<file path="config.mk">
export PLATFORM = sky130hd
export DESIGN_NAME = xirq_ctrl
export DESIGN_NICKNAME = d
export VERILOG_FILES = /design/src/rtl/xirq_pkg.sv /design/src/rtl/xirq_sampler.sv /design/src/rtl/xirq_bank.sv /design/src/rtl/xirq_ctrl.sv
export SDC_FILE = /design/constraint.sdc
export NUM_CORES = 1
export LEC_CHECK = 0
export ABC_AREA = 1
export BUFFER_PORTS_ARGS = -buffer_cell sky130_fd_sc_hd__buf_2
export CORE_ASPECT_RATIO = 0.6
export CORE_MARGIN = 5
export CORE_UTILIZATION = 55
export DETAILED_ROUTE_END_ITERATION = 8
export GPL_TIMING_DRIVEN = 0
export PLACE_DENSITY_LB_ADDON = 0.08
export SYNTH_ARGS = -nofsm -noshare
export SYNTH_HDL_FRONTEND = slang
export SYNTH_SLANG_ARGS = --single-unit
</file>
<file path="constraint.sdc">
create_clock -name clk_i -period 1.6 [get_ports clk_i]
set_clock_uncertainty 0.15 [all_clocks]
set_input_delay 0.24 -clock clk_i [delete_from_list [all_inputs] [get_ports clk_i]]
set_output_delay 0.24 -clock clk_i [all_outputs]
set_load 0.02 [all_outputs]
</file>
<file path="src/rtl/xirq_pkg.sv">
package xirq_pkg;
  localparam int unsigned WORD_W    = 32;
  localparam int unsigned NUM_BANKS = 2;
  localparam int unsigned BANK_W    = 1;
  localparam int unsigned ADDR_W    = BANK_W + 3;

  typedef enum logic [2:0] {
    RG_IMASK = 3'd0,
    RG_EMASK = 3'd1,
    RG_RISE  = 3'd2,
    RG_FALL  = 3'd3,
    RG_SWTRG = 3'd4,
    RG_PEND  = 3'd5
  } reg_sel_e;

  typedef struct packed {
    logic [WORD_W-1:0] imask;
    logic [WORD_W-1:0] emask;
    logic [WORD_W-1:0] rise;
    logic [WORD_W-1:0] fall;
    logic [WORD_W-1:0] swtrg;
    logic [WORD_W-1:0] pend;
  } bank_wmask_t;

  // configurable vs. direct lines per bank
  localparam bank_wmask_t WM_BANK_A = '{
    imask: 32'hFFFF_FFFF, emask: 32'hFFFF_FFFF,
    rise:  32'h007D_FFFF, fall:  32'h007D_FFFF,
    swtrg: 32'h007D_FFFF, pend:  32'h007D_FFFF};
  localparam bank_wmask_t WM_BANK_B = '{
    imask: 32'h0000_00FF, emask: 32'h0000_00FF,
    rise:  32'h0000_0078, fall:  32'h0000_0078,
    swtrg: 32'h0000_0078, pend:  32'h0000_0078};
endpackage

</file>
<file path="src/rtl/xirq_sampler.sv">
module xirq_sampler #(
  parameter int unsigned W = 40
) (
  input  logic         clk_i,
  input  logic         rst_ni,
  input  logic [W-1:0] line_i,
  output logic [W-1:0] rise_o,
  output logic [W-1:0] fall_o
);
  logic [W-1:0] smp_q, prev_q;

  always_ff @(posedge clk_i or negedge rst_ni) begin
    if (!rst_ni) begin
      smp_q  <= '0;
      prev_q <= '0;
    end else begin
      smp_q  <= line_i;
      prev_q <= smp_q;
    end
  end

  assign rise_o = smp_q & ~prev_q;
  assign fall_o = ~smp_q & prev_q;
endmodule

</file>
<file path="src/rtl/xirq_bank.sv">
module xirq_bank
  import xirq_pkg::*;
#(
  parameter bank_wmask_t WMASK = WM_BANK_A
) (
  input  logic              clk_i,
  input  logic              rst_ni,
  input  logic              we_i,
  input  logic [2:0]        idx_i,
  input  logic [WORD_W-1:0] wdata_i,
  input  logic [WORD_W-1:0] rise_i,
  input  logic [WORD_W-1:0] fall_i,
  output logic [WORD_W-1:0] rd_o,
  output logic [WORD_W-1:0] newp_o
);
  logic [WORD_W-1:0] imask_q, emask_q, rise_q, fall_q, swtrg_q, pend_q;
  logic [WORD_W-1:0] sw_up, clr, hit;
  logic              wr_sw, wr_pend;

  assign wr_sw   = we_i && (idx_i == RG_SWTRG);
  assign wr_pend = we_i && (idx_i == RG_PEND);

  always_comb begin
    sw_up = wr_sw   ? (wdata_i & WMASK.swtrg & ~swtrg_q) : '0;
    clr   = wr_pend ? (wdata_i & WMASK.pend) : '0;
    // masked lines drop their edges for good
    hit   = imask_q & ((rise_i & rise_q) | (fall_i & fall_q) | sw_up);
  end

  assign newp_o = hit & ~pend_q;

  always_ff @(posedge clk_i or negedge rst_ni) begin
    if (!rst_ni) begin
      imask_q <= '0;
      emask_q <= '0;
      rise_q  <= '0;
      fall_q  <= '0;
      swtrg_q <= '0;
      pend_q  <= '0;
    end else begin
      pend_q  <= (pend_q & ~clr) | hit;  // set beats clear
      swtrg_q <= wr_sw ? (wdata_i & WMASK.swtrg) : (swtrg_q & ~clr);
      if (we_i) begin
        case (idx_i)
          RG_IMASK: imask_q <= wdata_i & WMASK.imask;
          RG_EMASK: emask_q <= wdata_i & WMASK.emask;
          RG_RISE:  rise_q  <= wdata_i & WMASK.rise;
          RG_FALL:  fall_q  <= wdata_i & WMASK.fall;
          default: ;
        endcase
      end
    end
  end

  always_comb begin
    case (idx_i)
      RG_IMASK: rd_o = imask_q;
      RG_EMASK: rd_o = emask_q;
      RG_RISE:  rd_o = rise_q;
      RG_FALL:  rd_o = fall_q;
      RG_SWTRG: rd_o = swtrg_q;
      RG_PEND:  rd_o = pend_q;
      default:  rd_o = '0;
    endcase
  end
endmodule

</file>
<file path="src/rtl/xirq_ctrl.sv">
module xirq_ctrl
  import xirq_pkg::*;
#(
  parameter int unsigned                  NUM_LINES   = 40,
  parameter logic [NUM_BANKS*WORD_W-1:0]  IRQ0_SEL    = 64'h1,
  parameter logic [NUM_BANKS*WORD_W-1:0]  IRQ1_SEL    = 64'h2,
  parameter logic [NUM_BANKS*WORD_W-1:0]  IRQ_GRP_SEL = 64'h3E0
) (
  input  logic              clk_i,
  input  logic              rst_ni,
  input  logic              bus_sel_i,
  input  logic              bus_we_i,
  input  logic [ADDR_W-1:0] bus_addr_i,
  input  logic [WORD_W-1:0] bus_wdata_i,
  output logic [WORD_W-1:0] bus_rdata_o,
  input  logic [NUM_LINES-1:0] line_i,
  output logic              irq_l0_o,
  output logic              irq_l1_o,
  output logic              irq_grp_o
);
  localparam int unsigned SPAN = NUM_BANKS * WORD_W;

  logic [NUM_LINES-1:0]              rise, fall;
  logic [SPAN-1:0]                   rise_w, fall_w, newp;
  logic [NUM_BANKS-1:0][WORD_W-1:0]  rd_b;
  logic [BANK_W-1:0]                 bank_sel;

  assign bank_sel = bus_addr_i[ADDR_W-1:3];

  xirq_sampler #(.W(NUM_LINES)) u_smp (
    .clk_i  (clk_i),
    .rst_ni (rst_ni),
    .line_i (line_i),
    .rise_o (rise),
    .fall_o (fall)
  );

  assign rise_w = SPAN'(rise);
  assign fall_w = SPAN'(fall);

  for (genvar b = 0; b < NUM_BANKS; b++) begin : g_bank
    localparam bank_wmask_t WM = (b == 0) ? WM_BANK_A : WM_BANK_B;
    logic we_b;
    assign we_b = bus_sel_i && bus_we_i && (bank_sel == BANK_W'(b));

    xirq_bank #(.WMASK(WM)) u_bank (
      .clk_i   (clk_i),
      .rst_ni  (rst_ni),
      .we_i    (we_b),
      .idx_i   (bus_addr_i[2:0]),
      .wdata_i (bus_wdata_i),
      .rise_i  (rise_w[b*WORD_W +: WORD_W]),
      .fall_i  (fall_w[b*WORD_W +: WORD_W]),
      .rd_o    (rd_b[b]),
      .newp_o  (newp[b*WORD_W +: WORD_W])
    );
  end

  assign bus_rdata_o = (bus_sel_i && !bus_we_i) ? rd_b[bank_sel] : '0;

  always_ff @(posedge clk_i or negedge rst_ni) begin
    if (!rst_ni) begin
      irq_l0_o  <= 1'b0;
      irq_l1_o  <= 1'b0;
      irq_grp_o <= 1'b0;
    end else begin
      irq_l0_o  <= |(newp & IRQ0_SEL);
      irq_l1_o  <= |(newp & IRQ1_SEL);
      irq_grp_o <= |(newp & IRQ_GRP_SEL);
    end
  end
endmodule

</file>
Yosys cells after proc, flatten, opt, wreduce, memory -nomap -nowiden
Cells that the tools add are included.

storage, ports and cells
  bits in registers = 343
  input port bits = 80
  output and inout port bits = 35
  logic and storage cells = 82

operators by class
  $lt $le $gt $ge = 1
  equality and inequality tests = 5
  mux-type cells = 11
  bitwise operators = 29
  reductions and logical operators = 19

operators with widths
  operator                                                    count
  case mux 32 bit (6 select lines)                            2
  two-way mux 32 bit                                          7
  OR 32 bit                                                   6
  bitwise AND 32 bit                                          5
  NOT 32 bit                                                  4
  bitwise AND 40 bit                                          2
  NOT 40 bit                                                  2
  bitwise AND 32 x 23 -> 32 bit                               2
  bitwise AND 23 x 32 -> 32 bit                               1
  bitwise AND 7 x 32 -> 32 bit                                1
  bitwise AND 8 x 32 -> 32 bit                                1
  two-way mux 23 bit                                          1
  bitwise AND 8 x 7 -> 8 bit                                  2
  AND reduction 2 bit                                         8
  bitwise AND 10 bit                                          1
  NOT 10 bit                                                  1
  logical AND 1 bit                                           8
  two-way mux 7 bit                                           1
  equality test 3 x 2 -> 1 bit, second input constant         2
  equality test 3 bit, second input constant                  2
  OR reduction 5 bit                                          1
  equality test 3 x 1 -> 1 bit, second input constant         1
  zero test 3 bit                                             1
  less-than comparator 1 x 2 -> 1 bit, second input constant  1
  other kinds (2)                                             2

Depth between registers and ports, before layout
Gate-level depths: netlist (run 1).

  word-level depth = 8
  gate-level depth with buffers = 10
  gate-level depth less buffers = 9

Hierarchy
From an unflattened synthesis (run 1), not the netlist that was laid out.

second synthesis, totals
  cells, all modules = 1,826
  area, all modules = 13,633.1 sq um

by module, submodules not included
  module                        instances  cells each  area an instance (sq um)
  xirq_bank (g_bank[0].u_bank)  1          1,174       8,094.0
  xirq_sampler                  1          240         2,602.5
  xirq_bank (g_bank[1].u_bank)  1          293         2,244.7
  xirq_ctrl                     1          119         691.9

Worst setup path after synthesis (run 1)
Ideal clock, no wire load.

  path type = input port to output port
  start point = in bus_sel_i
  end point = out bus_rdata_o[12]
  arrival time = 1.330 ns
  required time = 1.210 ns
  setup slack = -0.120 ns
  stages on the path = 7
  path buffers = 1
  cell sequence = inv_1 nor2_1 inv_1 nor3_4 inv_2 clkbuf_1 a31oi_1

on the way
  longest elaborated chain between the ends = 2

ends and longest elaborated chain
  what                RTL line         source
  from (decl)         xirq_ctrl.sv:11  input logic bus_sel_i,
  logical AND 1 bit   xirq_ctrl.sv:59  assign bus_rdata_o = (bus_sel_i && !bus_we_i) ? rd_b[bank_sel] : '0;
  two-way mux 32 bit  xirq_ctrl.sv:59
  to (decl)           xirq_ctrl.sv:15  output logic [WORD_W-1:0] bus_rdata_o,

No other way between the ends.

Final worst setup path (run 1)
  start point = reg g_bank[1].u_bank.rise_q[4]
  end point = out bus_rdata_o[4]

on the way
  longest elaborated chain between the ends = 4

ends and longest elaborated chain
  what                                                   RTL line         source
  from (decl)                                            xirq_bank.sv:16  logic [WORD_W-1:0] imask_q, emask_q, rise_q, fall_q, swtrg_q, pend_q;
  from (signal assigned)                                 xirq_bank.sv:47  RG_RISE: rise_q <= wdata_i & WMASK.rise;
  case mux 32 bit (6 select lines)                       xirq_bank.sv:56  case (idx_i)
  two-way mux 32 bit (implied by the code) (2 in a row)  xirq_ctrl.sv:59
  two-way mux 32 bit                                     xirq_ctrl.sv:59

No other way between the ends. The select of a mux whose other input is x is not followed.

==> impl_metrics.yaml, run 1 <==
status:
  run_status: "finished with violations"
  failed_checks: "negative hold slack, negative setup slack"
yosys:
  synth_area_leaders: "dfrtp_1, nand2_1, o21ai_0"
  yosysTopAreaCell: "dfrtp_1"
  synth_cells: 1219
  synth_nets: 1299
  synthFlopType: "dfrtp_1"
  synth_area_mm2: 0.0104
  yosys_register_bits: 239
  synthArstFlopShare_pct: 100
  avgSynthCellArea_um2: 8.57
  yosysMostFrequentCell: "nand2_1"
  ys_types: 36
  yosysTopAreaCellShare_pct: 57.3
  yosys_warnings: 0
  ys_top_cells_by_count: "nand2_1, dfrtp_1, o21ai_0"
  synth_edf_count: 0
  seq_area_frac_synth_pct: 57.3
critical_path:
  reg2regPathDepth: 8
  path_buf_inv: 2
  r2r_end: "irq_grp_o"
  critPathMaxFanout: 2
  rrSetupSlack_ns: 0.20
  crit_arrival_ns: 1.57
  cpPeakStageDelay_ns: 0.38
  cp.depth: 7
  reg2reg_from: "g_bank[0].u_bank.fall_q[5]"
  crit_top_cell: "nand2_1"
  crit_type: "flip-flop to output pin"
  startpoint_type: "flip-flop"
  path_cells: "inv_1 > o21ai_0 > nor2_1 > nand2_1 > nand2_1 > nand2_2 > buf_6"
  end_kind: "output pin"
  critPathTopFamily: "flip-flops"
  crit_slowest_cell: "dfrtp_1"
  required_ns: 1.21
global_routing:
  track_usage_pct: 30.7
  grt_pass1_wl_um: 52600
  grt_pass1_vias: 9477
  grt_max_degree: 116
  antenna_found_initial: 0
  grt_overflow: 0
power:
  p_per_area_mw_per_mm2: 1160
  max-vdd-ir-drop_mv: 0.970
  switchingPower_w: 0.00467
  p_leak_nw: 6.85
  p_int_w: 0.0120
  netSwitchingFraction_pct: 28.0
  clkPwrFrac_pct: 36.1
  p_seq_share_pct: 46.4
  power_frac_comb_pct: 17.5
cts:
  htreeDepth: 1
  cts_buffer_depth: 3
  holdBufCountCts: 58
  cts_buffers: 23
  cts.sinks: 239
  cts_tree: "yes"
  clockRootBuffer: "clkbuf_16"
  clk_latency_ns: 0.53
  clkTransAtPathRegs_ns: 0.06
place:
  portBuffers: 100
  dpl.cell_count: 1567
  placed_area_mm2: 0.0115
  place.gp.congestion: 0.857
  dp_hpwl_um: 20500
  dpl_worst_slack_ns: -0.718
floorplanning:
  die_w_um: 188
  core-area_mm2: 0.0188
  row_count: 39
  die_height_um: 117
  initial_core_util_pct: 55.4
  pin_count: 115
  dieArea_mm2: 0.0219
layout:
  diodes: 0
  fin_util_pct: 76.6
  drive_gt1_share_pct: 27.2
  area_growth_pct: 38.2
  stdcell_count: 1756
  final_nets: 1573
  final_area_mm2: 0.0144
routing:
  vias: 9856
  drt_iter0_drc: 1017
  routed_wl_um: 33600
  drc: 0
  ant_nets: 0
  detail_route.first_pass.iterations: 6
  vias_per_cell: 5.61
  wire_per_inst_um: 19.1
sta:
  setup_viol: 32
  max_freq_mhz: 509
  timing.hold.ws_ns: -0.524
  relSlewSlack_pct: 51.4
  hold_violations: 124
  maxSlewViolCount: 0
  rsz0062_at_grt: "yes"
  post-route-min-period_ns: 1.96
  fin_crit_sh_pct: 123
  worstMarginPinSlew_ns: 0.730
  setup_slack_ns: -0.364
flow_run:
  maxCapViolCount: 0
worst_hold_path:
  hold_class: "primary input to async pin"
## layer usage
layer / GRT usage, % / vias up / wire length, µm
li1: - / 4541 / -
met1: 46.0 / 4767 / 15000
met2: 46.3 / 493 / 14500
met3: 6.87 / 55 / 3400
met4: 7.14 / 0 / 713
met5: 0 / - / 0
## power by group through the flow
stage / Clock, W / Combinational, W / Sequential, W
floorplan: 0 / 0.00136 / 0.00765
CTS: 0.00604 / 0.00264 / 0.00770
detailed placement: 0 / 0.00199 / 0.00781
global route: 0.00632 / 0.00327 / 0.00786
finish: 0.00603 / 0.00292 / 0.00776
global placement: 0 / 0.00190 / 0.00780
## worst max path at each step
stage,startpoint,endpoint,slack (ns)
final,g_bank[1].u_bank.rise_q[4],bus_rdata_o[4],-0.36
after CTS,g_bank[0].u_bank.rise_q[7],bus_rdata_o[7],-0.37
after global placement,rst_ni,g_bank[0].u_bank.emask_q[29],-4.12
after floorplan,bus_sel_i,bus_rdata_o[17],-0.09
after global routing,g_bank[0].u_bank.fall_q[7],bus_rdata_o[7],-0.46
after detailed placement,bus_addr_i[2],bus_rdata_o[31],-0.72
## registers in the layout, summed over array words and instances, names as in the netlist
register / flops
g_bank.u_bank.emask_q: 40
g_bank.u_bank.fall_q: 26
g_bank.u_bank.imask_q: 40
g_bank.u_bank.pend_q: 26
g_bank.u_bank.rise_q: 26
g_bank.u_bank.swtrg_q: 26
irq_grp_o: 1
irq_l0_o: 1
irq_l1_o: 1
u_smp.prev_q: 26
u_smp.smp_q: 26
## final cells by class
| class | instances | area [µm²] |
|---|---|---|
| Inverter | 106 | 440 |
| Buffer | 51 | 434 |
| Tap cell | 246 | 308 |
| Clock buffer | 30 | 662 |
| Multi-Input combinational cell | 823 | 4320 |
| Timing Repair Buffer | 249 | 2110 |
| Clock inverter | 12 | 178 |
| Sequential cell | 239 | 5980 |
| Fill cell | 1342 | 4400 |
## placed cells by master, fill, tap and decap left out, types with 11 or more instances in the layout
| cell | instances |
|---|---|
| buf_6 | 36 |
| dfrtp_1 | 239 |
| nor2_1 | 47 |
| o22ai_1 | 29 |
| buf_4 | 92 |
| inv_2 | 23 |
| o21ai_0 | 157 |
| buf_2 | 80 |
| inv_1 | 73 |
| clkbuf_16 | 25 |
| nand2_2 | 29 |
| clkbuf_1 | 11 |
| o21ai_1 | 26 |
| nand3_1 | 38 |
| nand2_1 | 378 |
| dlygate4sd3_1 | 58 |
## through the flow
step | TNS, ns | total power (W) | hold slack (ns)
2_1_floorplan | -1.49 | 0.00901 | -0.206
3_3_place_gp | -1023.81 | 0.00969 | 0.197
3_5_place_dp | -53.46 | 0.00981 | 0.0360
4_1_cts | -6.90 | 0.0164 | -0.510
5_1_grt | -8.55 | 0.0174 | -0.491
6_report | -7.05 | 0.0167 | -0.524
## kinds of logic after synthesis
family                 Yosys count  share of synthesized area (%)
buffers and inverters          157                           6.66
AOI/OAI and AO/OA              284                           15.0
and+or+nand+nor                539                           21.1
DFF                            239                           57.3
## timing repair
item	in CTS	in global routing
gates cloned	5	0
resized for setup	198	71
hold endpoints to repair	263	115
endpoints found under the setup margin	32	32
buffers inserted	57	30
pin swaps	68	77
(Power assumes the default switching activity.)
==> run 2: changes to the inputs <==
--- a/config.mk
+++ b/config.mk
@@ -13,6 +13,7 @@
 export DETAILED_ROUTE_END_ITERATION = 8
 export GPL_TIMING_DRIVEN = 0
 export PLACE_DENSITY_LB_ADDON = 0.08
+export REMOVE_ABC_BUFFERS = 1
 export SYNTH_ARGS = -nofsm -noshare
 export SYNTH_HDL_FRONTEND = slang
 export SYNTH_SLANG_ARGS = --single-unit
==> constraint.sdc (replaced) <==
create_clock -name clk_i -period 2.5 [get_ports clk_i]
set_clock_uncertainty 0.15 [all_clocks]
set_input_delay 0.375 -clock clk_i [delete_from_list [all_inputs] [get_ports clk_i]]
set_output_delay 0.375 -clock clk_i [all_outputs]
set_load 0.02 [all_outputs]
==> run 2 against run 1 <==
  * The flow now finishes without violations
  * Sequential share of layout area increased by 7.4 points
  * Worst setup slack gained 0.39 ns
  * Sequential power fell by 36%
  * Non-clock buffer count shrank 152
  * Global-route usage shrank 6.1 points
  * Final area decreased by 15%
  * Utilization down 12 points
  * Final cell count down 8.7%
  * Die area did not move
  * Critical endpoint is now bus_rdata_o[12]
==> impl_metrics.yaml, run 2 (synthesized netlist as in run 1, its figures left out) <==
global_routing:
  grt_pass1_wl_um: 43400
  grt_pass1_vias: 8148
  antenna_found_initial: 1
  grt_max_degree: 111
  grt_overflow: 0
  track_usage_pct: 24.6
routing:
  met1_length_um: 12800
  vias_per_cell: 5.40
  wire_per_inst_um: 16.7
  drt_iter0_drc: 806
  detail_route.first_pass.iterations: 5
  vias: 8662
  ant_nets: 0
  wl_met2_um: 11600
  routed_wl_um: 26700
  drc: 0
  highest_layer: "met5"
  wl_met3_um: 1910
floorplanning:
  pin_count: 115
  die_w_um: 188
  dieArea_mm2: 0.0219
  initial_core_util_pct: 55.4
  die_height_um: 117
  row_count: 39
  core-area_mm2: 0.0188
layout:
  stdcell_count: 1603
  final_common_cell: "nand2_1"
  final_nets: 1421
  final_area_mm2: 0.0122
  diodes: 0
  most-common-layout-cells: "nand2_1, dfrtp_1, o21ai_0"
  reg_top3: "g_bank.u_bank.emask_q x40, g_bank.u_bank.imask_q x40"
  fin_util_pct: 65.0
  nFillCells: 1578
  area_growth_pct: 17.2
  drive_gt1_share_pct: 12.6
critical_path:
  crit_type: "primary input to output pin"
  critPathMaxFanout: 28
  startpoint_type: "primary input"
  required_ns: 1.98
  crit_arrival_ns: 1.95
  end_kind: "output pin"
sta:
  max_freq_mhz: 404
  post-route-min-period_ns: 2.48
  relSlewSlack_pct: 19.9
  rsz0062_at_grt: "yes"
  maxSlewViolCount: 0
  fin_crit_sh_pct: 99.1
  setup_viol: 0
  worstMarginPinSlew_ns: 1.20
  hold_violations: 0
place:
  portBuffers: 100
  place.gp.congestion: 0.838
  placed_area_mm2: 0.0110
  dpl.cell_count: 1516
  dp_hpwl_um: 15400
power:
  power_frac_comb_pct: 13.2
  max-vdd-ir-drop_mv: 0.526
  switchingPower_w: 0.00260
  p_leak_nw: 5.94
  p_int_w: 0.00696
  power_w: 0.00955
  netSwitchingFraction_pct: 27.2
  p_per_area_mw_per_mm2: 781
  p_seq_share_pct: 51.7
  clkPwrFrac_pct: 35.1
status:
  run_status: "finished, final reports clean"
cts:
  cts.sinks: 239
  clk_latency_ns: 0.51
  cts_buffer_depth: 3
  clockRootBuffer: "clkbuf_16"
  htreeDepth: 1
  clkTransAtPathRegs_ns: 0.07
  cts_buffers: 23
  cts_tree: "yes"
worst_hold_path:
  hold_class: "primary input to flip-flop"
flow_run:
  maxCapViolCount: 0
run 2: changes by cell type in the layout (fill, tap and decap cells not counted), moves of 13 or more:
| cell | before | now |
|---|---|---|
| buf_4 | 92 | 6 |
| inv_1 | 73 | 99 |
| nand2_1 | 378 | 407 |
| nand2_2 | 29 | 6 |
| buf_2 | 80 | 99 |
| inv_2 | 23 | 0 |
| dlygate4sd3_1 | 58 | 39 |
| a31oi_1 | 1 | 14 |
| buf_6 | 36 | 0 |
| o21ai_0 | 157 | 171 |
run 2: worst max-delay path, stage by stage:
cell	delay [ns]
buf_2	0.15
inv_1	0.14
nand3_4	0.41
o22ai_1	0.34
nor2_1	0.07
a31oi_1	0.23
buf_2	0.23
run 2: metrics by stage:
stage          hold WS [ns]  setup TNS, ns  worst slack [ns]
2_1_floorplan       -0.0706              0             0.484
4_1_cts             0.00617              0            0.0180
3_5_place_dp         0.0672         -61.18            -0.737
6_report             0.0265              0            0.0233
3_3_place_gp          0.233        -853.26             -3.36
5_1_grt              0.0631        -0.0788           -0.0337
run 2: area by class of cell:
type | instances | area, µm² | share of cell area [%]
clock buffer | 37 | 698 | 5.71
clock inverter | 4 | 23.8 | 0.194
inverter | 106 | 425 | 3.48
multi-input combinational | 823 | 3780 | 30.9
sequential | 239 | 5980 | 48.9
tap | 246 | 308 | 2.52
timing repair buffer | 148 | 1020 | 8.34
run 2: final timing paths:
check                                                start                            to  slack (ns)  cells after the start
worst max-delay path                         bus_addr_i[1]               bus_rdata_o[12]        0.02                      7
worst min-delay path                        bus_wdata_i[3]    g_bank[1].u_bank.pend_q[3]        0.03                      4
worst max register to register  g_bank[0].u_bank.rise_q[6]                     irq_grp_o        1.13                      8
worst min register to register             u_smp.smp_q[15]              u_smp.prev_q[15]        0.26                      0
max in group asynchronous                           rst_ni                u_smp.smp_q[3]        0.81                      4
min in group asynchronous                           rst_ni  g_bank[0].u_bank.imask_q[27]        0.13                      2
run 2: timing repair:
action / 4_1_cts / 5_1_grt
gates resized for setup: 7 / 5
hold buffers: 39 / 0
setup endpoints to repair: 87 / 21
pin swaps: 0 / 2
gates cloned: 0 / 0
buffers inserted: 0 / 7
endpoints found under the hold margin: 178 / 0
run 2: layer usage:
metal,vias to the layer above,global-route usage (%)
met2,283,38.2
met4,2,4.69
met1,4121,37.2
met5,-,0
met3,37,4.54
li1,4219,-
run 2: power by group through the flow:
| stage | Combinational (W) | Clock [W] | Sequential [W] |
|---|---|---|---|
| 5_1_grt | 0.00146 | 0.00360 | 0.00502 |
| 2_1_floorplan | 0.000824 | 0 | 0.00489 |
| 3_5_place_dp | 0.00119 | 0 | 0.00499 |
| 6_report | 0.00126 | 0.00335 | 0.00494 |
| 3_3_place_gp | 0.00114 | 0 | 0.00498 |
| 4_1_cts | 0.00125 | 0.00340 | 0.00493 |
==> run 3: changes to the inputs <==
--- a/config.mk
+++ b/config.mk
@@ -9,7 +9,7 @@
 export BUFFER_PORTS_ARGS = -buffer_cell sky130_fd_sc_hd__buf_2
 export CORE_ASPECT_RATIO = 0.6
 export CORE_MARGIN = 5
-export CORE_UTILIZATION = 55
+export CORE_UTILIZATION = 45
 export DETAILED_ROUTE_END_ITERATION = 8
 export GPL_TIMING_DRIVEN = 0
 export PLACE_DENSITY_LB_ADDON = 0.08
==> run 3 against run 2 <==
  * The flow now finishes with violations (negative setup slack)
  * Die area grew 21%
  * Routed wire length grew 4.1%
  * Register-to-register slack barely moved
  * Power grew 4.9%
  * Critical path depth is the same
  * Clock-buffer cell count decreased by 2
  * Highest routed layer unchanged
  * Via count fell by 1.6%
  * Largest power group unchanged
  * Critical path type unchanged
  * Sequential power hardly changed
  * Global-route usage is 3.4 points lower
  * Worst setup slack worse by 0.052 ns
==> impl_metrics.yaml, run 3 (synthesized netlist as in run 1, its figures left out) <==
worst_hold_path:
  hold_depth: 4
  hold_class: "primary input to flip-flop"
  worstHoldEndpoint: "g_bank[1].u_bank.pend_q[4]"
  worstHoldStart: "bus_wdata_i[4]"
global_routing:
  grt_max_degree: 120
  gr-usage-met1_pct: 33.6
  antenna_found_initial: 1
  grt_pass1_vias: 8027
  grt_pass1_wl_um: 44700
  busiest_layer: "met1"
  track_usage_pct: 21.3
  grtUsageMet3_pct: 3.57
  met2_usage_pct: 31.3
  grt_overflow: 0
sta:
  rsz0062_at_grt: "yes"
  maxSlewViolCount: 0
  hold_violations: 0
  setup_slack_ns: -0.0292
  tns_ns: -0.0335
  timing.hold.ws_ns: 0.0207
  setup_viol: 2
  worstMarginPinSlew_ns: 1.05
  max_freq_mhz: 395
  post-route-min-period_ns: 2.53
  fin_crit_sh_pct: 101
  relSlewSlack_pct: 29.7
layout:
  fin_util_pct: 54.2
  area_growth_pct: 19.1
  final_common_cell: "nand2_1"
  diodes: 0
  reg_top3: "g_bank.u_bank.emask_q x40, g_bank.u_bank.imask_q x40"
  final_nets: 1419
  drive_gt1_share_pct: 13.0
  most-common-layout-cells: "nand2_1, dfrtp_1, o21ai_0"
power:
  p_per_area_mw_per_mm2: 805
  p_leak_nw: 6.01
  max-vdd-ir-drop_mv: 0.391
cts:
  cts_buffers: 24
  cts_buffer_depth: 3
  cts_tree: "yes"
  clk_latency_ns: 0.51
  clockRootBuffer: "clkbuf_16"
  htreeDepth: 1
  cts.sinks: 239
  clkTransAtPathRegs_ns: 0.07
critical_path:
  crit_top_cell: "buf_2"
  end_kind: "output pin"
  startpoint_type: "primary input"
  reg2reg_from: "g_bank[0].u_bank.fall_q[6]"
  crit_arrival_ns: 2.00
  required_ns: 1.98
  startpoint: "bus_addr_i[1]"
  critPathMaxFanout: 28
  path_cells: "buf_2 > inv_1 > nand3_4 > o22ai_1 > nor2_1 > a31oi_1 > buf_2"
  reg2regPathDepth: 8
  r2r_end: "irq_grp_o"
  cpPeakStageDelay_ns: 0.43
  crit_slowest_cell: "nand3_4"
  rrSetupSlack_ns: 1.13
  crit_type: "primary input to output pin"
floorplanning:
  pin_count: 115
  die_w_um: 207
  initial_core_util_pct: 45.5
  core-area_mm2: 0.0230
  die_height_um: 128
  row_count: 43
  dieArea_mm2: 0.0265
status:
  failed_checks: "negative setup slack"
  run_status: "finished with violations"
routing:
  routed_wl_um: 27800
  wire_per_inst_um: 16.7
  vias_per_cell: 5.10
  drc: 0
  detail_route.first_pass.iterations: 5
  drt_iter0_drc: 737
  ant_nets: 0
  vias: 8524
place:
  dp_hpwl_um: 16300
  portBuffers: 100
  dpl_worst_slack_ns: -0.829
  place.gp.congestion: 0.786
flow_run:
  maxCapViolCount: 0
==> run 3: cell count changes in the layout (fill, tap and decap cells not counted), sizes merged <==
cell	change
clkbuf	-2
bufinv	+3
inv	-2
buf	-3
clkinv	+3
==> run 3: final cells by class <==
cell class	count	area, µm²
clock buffer	35	733
clock inverter	8	115
fill	2150	10500
inverter	106	430
multi-input combinational	823	3790
sequential	239	5980
tap	315	394
timing repair buffer	145	998
==> run 3: how the worst max path moves through the flow <==
stage / end / slack, ns / cells after the start
2_1_floorplan: g_bank[0].u_bank.emask_q[0] / 0.48 / 6
3_3_place_gp: u_smp.smp_q[5] / -3.45 / 1
3_5_place_dp: g_bank[0].u_bank.emask_q[31] / -0.83 / 6
4_1_cts: bus_rdata_o[12] / -0.0008 / 7
5_1_grt: bus_rdata_o[0] / -0.08 / 9
6_report: bus_rdata_o[12] / -0.03 / 7
==> run 3: where the power goes <==
part,internal (W),leakage (nW),switching [W]
clock network,0.00234,0.424,0.00149
registers,0.00453,2.97,0.000410
logic,0.000519,2.61,0.000735
==> run 3: through the flow <==
step	std cells	instance area (µm²)	total power, W
CTS	1668	12400	0.0101
floorplan	1168	10100	0.00572
global route	1671	12400	0.0106
finish	1671	12400	0.0100
global placement	1583	11000	0.00614
detailed placement	1585	11100	0.00619
==> run 3: repair_timing <==
item / in CTS / in global routing
endpoints found under the hold margin: 118 / 0
pin swaps: 1 / 1
hold buffers: 39 / 0
setup endpoints to repair: 96 / 51
resized for setup: 8 / 7
setup buffers: 1 / 3
==> run 3: critical path, delay by kind of cell <==
family / cells / cell delay [ns]
and+or+nand+nor: 2 / 0.50
AOI/OAI and AO/OA: 2 / 0.61
buffers and inverters: 3 / 0.51
==> run 3: routing by layer <==
layer  share of wire, %  vias to the layer above
li1                   -                     4231
met1                 50                     4025
met2                 42                      232
met3                6.4                       34
met4                1.5                        2
met5              0.047                        -
